`src/rtl/rpt_mul_pkg.sv`:
```
package rpt_mul_pkg;

    // Number of registers carried in every bit slice.
    localparam int NUM_REGS = 4;

    // Slice-local register indices. The chain visits the registers in this
    // order, so these values decide where each field sits on the scan chain.
    localparam int IDX_ACC   = 0;
    localparam int IDX_MCAND = 1;
    localparam int IDX_COUNT = 2;
    localparam int IDX_RES   = 3;

endpackage

```
`src/rtl/rpt_mul_scan_cell.sv`:
```
module rpt_mul_scan_cell (
    input  logic clk,
    input  logic rst_n,
    input  logic scan_en,
    input  logic scan_in,
    input  logic load,
    input  logic d,
    output logic q
);

    // Scan mode takes priority over the parallel load.
    always_ff @(posedge clk or negedge rst_n) begin
        if (!rst_n) begin
            q <= 1'b0;
        end else if (scan_en) begin
            q <= scan_in;
        end else if (load) begin
            q <= d;
        end
    end

    p_shift_r7: assert property (@(posedge clk) disable iff (!rst_n)
        scan_en |=> (q == $past(scan_in)));

    p_hold_r6: assert property (@(posedge clk) disable iff (!rst_n)
        (!scan_en && !load) |=> (q == $past(q)));

endmodule

```
`src/rtl/rpt_mul_full_add.sv`:
```
module rpt_mul_full_add (
    input  logic a,
    input  logic b,
    input  logic cin,
    output logic s,
    output logic cout
);

    logic ab_x;

    always_comb begin
        ab_x = a ^ b;
        s    = ab_x ^ cin;
        cout = (a & b) | (ab_x & cin);
    end

endmodule

```
`src/rtl/rpt_mul_half_sub.sv`:
```
module rpt_mul_half_sub (
    input  logic x,
    input  logic bin,
    output logic diff,
    output logic bout
);

    // A half adder fed with the inverted minuend; its sum is inverted back.
    logic x_n;
    logic ha_sum;
    logic ha_carry;

    always_comb begin
        x_n      = ~x;
        ha_sum   = x_n ^ bin;
        ha_carry = x_n & bin;
        diff     = ~ha_sum;
        bout     = ha_carry;
    end

endmodule

```
`src/rtl/rpt_mul_slice.sv`:
```
module rpt_mul_slice
    import rpt_mul_pkg::*;
(
    input  logic                clk,
    input  logic                rst_n,
    input  logic                scan_en,
    input  logic [NUM_REGS-1:0] reg_load,
    input  logic                drv_sum,
    input  logic                drv_zero,
    input  logic                drv_opa,
    input  logic                count_sel_op,
    input  logic                opa_bit,
    input  logic                opb_bit,
    input  logic                carry_in,
    input  logic                borrow_in,
    input  logic [NUM_REGS-1:0] chain_in,
    output logic [NUM_REGS-1:0] chain_out,
    output logic [NUM_REGS-1:0] q_bits,
    output logic                carry_out,
    output logic                borrow_out,
    output logic                sum_bit
);

    logic                diff_bit;
    logic                bus_bit;
    logic [NUM_REGS-1:0] d_bits;

    rpt_mul_full_add u_add (
        .a    (q_bits[IDX_ACC]),
        .b    (q_bits[IDX_MCAND]),
        .cin  (carry_in),
        .s    (sum_bit),
        .cout (carry_out)
    );

    rpt_mul_half_sub u_dec (
        .x    (q_bits[IDX_COUNT]),
        .bin  (borrow_in),
        .diff (diff_bit),
        .bout (borrow_out)
    );

    // AND-OR bus. The zero driver clamps the bus low, and with no driver
    // active the bus also reads low.
    always_comb begin
        bus_bit = ~drv_zero & ((drv_opa & opa_bit) | (drv_sum & sum_bit));
        d_bits            = '0;
        d_bits[IDX_ACC]   = bus_bit;
        d_bits[IDX_MCAND] = bus_bit;
        d_bits[IDX_RES]   = bus_bit;
        d_bits[IDX_COUNT] = count_sel_op ? opb_bit : diff_bit;
    end

    for (genvar r = 0; r < NUM_REGS; r++) begin : g_reg
        rpt_mul_scan_cell u_cell (
            .clk     (clk),
            .rst_n   (rst_n),
            .scan_en (scan_en),
            .scan_in (chain_in[r]),
            .load    (reg_load[r]),
            .d       (d_bits[r]),
            .q       (q_bits[r])
        );
        assign chain_out[r] = q_bits[r];
    end

endmodule

```
`src/rtl/rpt_mul_datapath.sv`:
```
module rpt_mul_datapath
    import rpt_mul_pkg::*;
#(
    parameter int WIDTH = 8
) (
    input  logic             clk,
    input  logic             rst_n,
    input  logic             scan_en,
    input  logic             scan_in,
    input  logic             ld_acc,
    input  logic             ld_mcand,
    input  logic             ld_count,
    input  logic             ld_res,
    input  logic             drv_sum,
    input  logic             drv_zero,
    input  logic             drv_opa,
    input  logic             count_sel_op,
    input  logic [WIDTH-1:0] opa,
    input  logic [WIDTH-1:0] opb,
    output logic             scan_out,
    output logic [WIDTH-1:0] result,
    output logic             count_underflow
);

    localparam int               CHAIN_LEN = NUM_REGS * WIDTH;
    localparam logic [WIDTH-1:0] ONE_V     = WIDTH'(1);

    logic [NUM_REGS-1:0] reg_load;
    logic [WIDTH:0]      carry;
    logic [WIDTH:0]      borrow;
    logic [CHAIN_LEN:0]  link;
    logic [WIDTH-1:0]    acc_q;
    logic [WIDTH-1:0]    mcand_q;
    logic [WIDTH-1:0]    count_q;
    logic [WIDTH-1:0]    res_q;
    logic [WIDTH-1:0]    sum_vec;

    always_comb begin
        reg_load            = '0;
        reg_load[IDX_ACC]   = ld_acc;
        reg_load[IDX_MCAND] = ld_mcand;
        reg_load[IDX_COUNT] = ld_count;
        reg_load[IDX_RES]   = ld_res;
    end

    assign carry[0]  = 1'b0;
    assign borrow[0] = 1'b1;
    assign link[0]   = scan_in;

    for (genvar i = 0; i < WIDTH; i++) begin : g_slice
        logic [NUM_REGS-1:0] s_in;
        logic [NUM_REGS-1:0] s_out;
        logic [NUM_REGS-1:0] s_q;

        // Register r, bit i sits at chain position r*WIDTH + i.
        for (genvar r = 0; r < NUM_REGS; r++) begin : g_link
            assign s_in[r]                = link[r*WIDTH + i];
            assign link[r*WIDTH + i + 1]  = s_out[r];
        end

        rpt_mul_slice u_slice (
            .clk          (clk),
            .rst_n        (rst_n),
            .scan_en      (scan_en),
            .reg_load     (reg_load),
            .drv_sum      (drv_sum),
            .drv_zero     (drv_zero),
            .drv_opa      (drv_opa),
            .count_sel_op (count_sel_op),
            .opa_bit      (opa[i]),
            .opb_bit      (opb[i]),
            .carry_in     (carry[i]),
            .borrow_in    (borrow[i]),
            .chain_in     (s_in),
            .chain_out    (s_out),
            .q_bits       (s_q),
            .carry_out    (carry[i+1]),
            .borrow_out   (borrow[i+1]),
            .sum_bit      (sum_vec[i])
        );

        assign acc_q[i]   = s_q[IDX_ACC];
        assign mcand_q[i] = s_q[IDX_MCAND];
        assign count_q[i] = s_q[IDX_COUNT];
        assign res_q[i]   = s_q[IDX_RES];
    end

    assign result          = res_q;
    assign scan_out        = link[CHAIN_LEN];
    assign count_underflow = borrow[WIDTH];

    p_count_load_r2: assert property (@(posedge clk) disable iff (!rst_n)
        (!scan_en && ld_count && count_sel_op) |=> (count_q == $past(opb)));

    p_count_dec_r3: assert property (@(posedge clk) disable iff (!rst_n)
        (!scan_en && ld_count && !count_sel_op) |=> (count_q == $past(count_q) - ONE_V));

    p_underflow_r4: assert property (@(posedge clk) disable iff (!rst_n)
        count_underflow == (count_q == '0));

    p_adder_r5: assert property (@(posedge clk) disable iff (!rst_n)
        {carry[WIDTH], sum_vec} == ({1'b0, acc_q} + {1'b0, mcand_q}));

    p_one_driver_r5: assert property (@(posedge clk) disable iff (!rst_n)
        $onehot0({drv_sum, drv_zero, drv_opa}));

    p_sum_to_res_r5: assert property (@(posedge clk) disable iff (!rst_n)
        (!scan_en && ld_res && drv_sum) |=> (res_q == $past(acc_q) + $past(mcand_q)));

endmodule

```
`config.mk`:
```
export PLATFORM = sky130hd
export DESIGN_NAME = rpt_mul_datapath
export DESIGN_NICKNAME = d
export VERILOG_FILES = /design/src/rtl/rpt_mul_pkg.sv /design/src/rtl/rpt_mul_scan_cell.sv /design/src/rtl/rpt_mul_full_add.sv /design/src/rtl/rpt_mul_half_sub.sv /design/src/rtl/rpt_mul_slice.sv /design/src/rtl/rpt_mul_datapath.sv
export SDC_FILE = /design/constraint.sdc
export NUM_CORES = 1
export LEC_CHECK = 0
export BUFFER_PORTS_ARGS = -buffer_cell sky130_fd_sc_hd__buf_2
export CAP_MARGIN = 20
export CORE_MARGIN = 1
export CORE_UTILIZATION = 50
export CTS_BUF_LIST = sky130_fd_sc_hd__clkbuf_4 sky130_fd_sc_hd__clkbuf_8 sky130_fd_sc_hd__clkbuf_16
export DETAILED_ROUTE_END_ITERATION = 10
export HOLD_SLACK_MARGIN = 0.1
export PLACE_DENSITY = 0.78
export SLEW_MARGIN = 25
export SYNTH_ARGS = -nofsm -noshare
export SYNTH_HDL_FRONTEND = slang
export SYNTH_SLANG_ARGS = --single-unit
export TNS_END_PERCENT = 10
```
`constraint.sdc`:
```
create_clock -name clk -period 10.4 [get_ports clk]
set_input_delay 2.08 -clock clk [delete_from_list [all_inputs] [get_ports clk]]
set_output_delay 2.08 -clock clk [all_outputs]
set_load 0.03 [all_outputs]
```
==> qor.yml <==
floorplan:
  fp.coreArea_sq_um: 3720
  dieArea_sq_um: 4210
  row_count: 22
  fp.dieW_microns: 64.9
  die-height_microns: 64.9
  start_util: 0.532
  io_pins: 38
worst_setup_path:
  cp_cell_sequence: "inv_1 -> ha_1 -> ha_1 -> ha_1 -> ha_1 -> ha_1 -> ha_1 -> ha_1 -> buf_2"
  slowest_delay_ps: 370
  cp_common_cell: "ha_1"
  cp.required_ps: 8320
  critical-path-top-delay-family: "adder cells"
  cpMaxStageDelayCell: "dfrtp_1"
  cp.arrival_ps: 2270
  worstSetupEndpointType: "output pin"
  crit_buf_inv: 2
  startpoint_type: "flip-flop"
  critical_path_peak_fanout: 3
  critPathKind: "reg2out"
synth:
  synth_warnings: 0
  synth_flop_cell: "dfrtp_1"
  synth_top_area_share: 0.405
  syn_inst: 201
  synth_edf_count: 0
  synthTopCellsByArea: "dfrtp_1 40%, a22o_1 11%, a21o_1 8.0%, fa_1 6.1%, ha_1 5.1%"
  syn_avg_cell_area_sq_um: 9.84
  syn_area_sq_um: 1980
  syn_nets: 243
  synth.distinct_cells: 25
  synth_top_area_cell: "dfrtp_1"
  synthArstFlopShare: 1.00
  ys_ff_latch: 32
  synth_seq_area_share: 0.405
route:
  wl_microns: 4140
  dr.first_iter.drc_count: 127
  wl_per_cell_microns: 15.1
  vias: 1539
  ant_nets: 0
  dr.pass1.iters: 4
  drcViolationCount: 0
  vias_per_cell: 5.62
cts:
  htreeDepth: 2
  clk_pin_slew_worst_paths_ps: 70
  holdBufCountCts: 0
  cts_tree: "built"
  root_buffer: "clkbuf_8"
  cts_made_buffers: 5
  cts_buffer_depth: 2
  cts_resized: 0
  cts_num_sinks: 32
  cts_setup_buffers: 0
  clkLatencyLatePin_ps: 290
sta:
  grt_setup_unrepaired: "false"
  final_max_slew_viol_count: 0
  finalSetupViolations: 0
  slew_headroom: 0.452
  clock_skew_ps: 5.18
  fmax_mhz: 230
  period_minus_slack_ps: 4350
  timing.final.crit_share: 0.418
  worst_slack_ps: 6050
  setup_tns_ps: 0
  worst_pin_slew_ps: 822
  holdWs_ps: 507
  finalHoldViolCount: 0
finish:
  drive_above_1_share: 0.212
  largest_register: "g_slice.u_slice.g.u_cell.q"
  n_antenna_cell: 0
  fin_cells: 274
  stdcell_area_sq_um: 2230
  largest_reg_flops: 32
  fillers: 317
  nets: 267
  post-route-util: 0.599
  multi_input_area_sq_um: 980
  reg_top3: "g_slice.u_slice.g.u_cell.q: 32 flops"
  final_common_cell: "buf_2"
  mostFrequentLayoutCells: "37 x buf_2, 32 x dfrtp_1, 24 x inv_1, 24 x a22o_1, 21 x a21o_1"
  area_delta_synth_final_pct: 12.6
  seqCellArea_sq_um: 801
global_routing:
  grt_overflow: 0
  grt_pass1_vias: 1514
  grtUsageTotal: 0.225
  grt_max_degree: 49
  grt_pass1_wl_microns: 7110
  antenna_found_initial: 0
flow_run:
  drv_cap: 0
pwr:
  p_leak_nw: 1.21
  pwr_density_cell_nw_per_um2: 168
  total_power_mw: 0.374
  ir_drop_mv: 0.0852
placement:
  placedCellCount: 266
  pre_cts_ws_ps: 6230
  dp_hpwl_microns: 2980
  place_area_sq_um: 2120
  gp_congestion: 0.788
  portBuffers: 37
status:
  outcome: "finished, final reports clean"
worst_hold_path:
  hold_class: "reg2reg"
-- worst register-to-register path, delay by kind of cell (launching register included) --
family,cells,cell delay [ps]
xor+xnor,1,200
compound gates,2,530
fa+ha+maj,7,2830
buf+inv,1,40
flops,1,380
-- power by group --
group	internal (mW)	leakage [nW]	total, mW	switching (mW)
clock	0.0709	0.0541	0.121	0.0506
combinational	0.0441	0.749	0.0966	0.0525
sequential	0.142	0.405	0.156	0.0136
total	0.257	1.21	0.374	0.117
-- final timing paths --
path	from	end	slack (ps)	cells after the start
max	g_slice[0].u_slice.g_reg[2].u_cell.q	count_underflow	6050	9
max in group asynchronous	rst_n	g_slice[7].u_slice.g_reg[0].u_cell.q	8100	1
min	g_slice[3].u_slice.g_reg[2].u_cell.q	g_slice[4].u_slice.g_reg[2].u_cell.q	510	1
min reg2reg	g_slice[3].u_slice.g_reg[2].u_cell.q	g_slice[4].u_slice.g_reg[2].u_cell.q	510	1
min in group asynchronous	rst_n	g_slice[2].u_slice.g_reg[3].u_cell.q	1830	1
max reg2reg	g_slice[0].u_slice.g_reg[1].u_cell.q	g_slice[7].u_slice.g_reg[0].u_cell.q	6240	11
-- kinds of logic after synthesis --
family          Yosys count  synth area share
flops                    32             0.405
xor+xnor                  1            0.0114
simple gates             33            0.0810
fa+ha+maj                14             0.111
compound gates           77             0.292
buf+inv                  44            0.0999
-- routing by layer --
| layer | track usage | part of all wire | vias up | wire, microns |
|---|---|---|---|---|
| li1 | - | - | 749 | - |
| met1 | 0.298 | 0.46 | 746 | 1910 |
| met2 | 0.341 | 0.48 | 39 | 1990 |
| met4 | 0.0944 | 0.014 | 0 | 56 |
| met5 | 0 | 0 | - | 0 |
| met3 | 0.0651 | 0.043 | 5 | 178 |
-- layout make-up --
| type | count | share of cell area |
|---|---|---|
| timing repair buffer | 37 | 0.0831 |
| clock buffer | 5 | 0.0309 |
| inverter | 24 | 0.0404 |
| sequential | 32 | 0.360 |
| multi-input combinational | 125 | 0.440 |
| clock inverter | 3 | 0.0191 |
| tap | 48 | 0.0270 |
-- synth_stat cells (all sizes together) (3+ instances only) --
library cell	instances
a21o	21
a21oi	14
a221oi	3
a22o	25
a22oi	5
and2	4
buf	14
clkbuf	6
dfrtp	32
fa	6
ha	8
inv	24
nand2	10
nand2b	6
nor2	8
nor3	3
o211ai	4
o21ai	4
No activity file was read; power rests on OpenSTA's default activity.
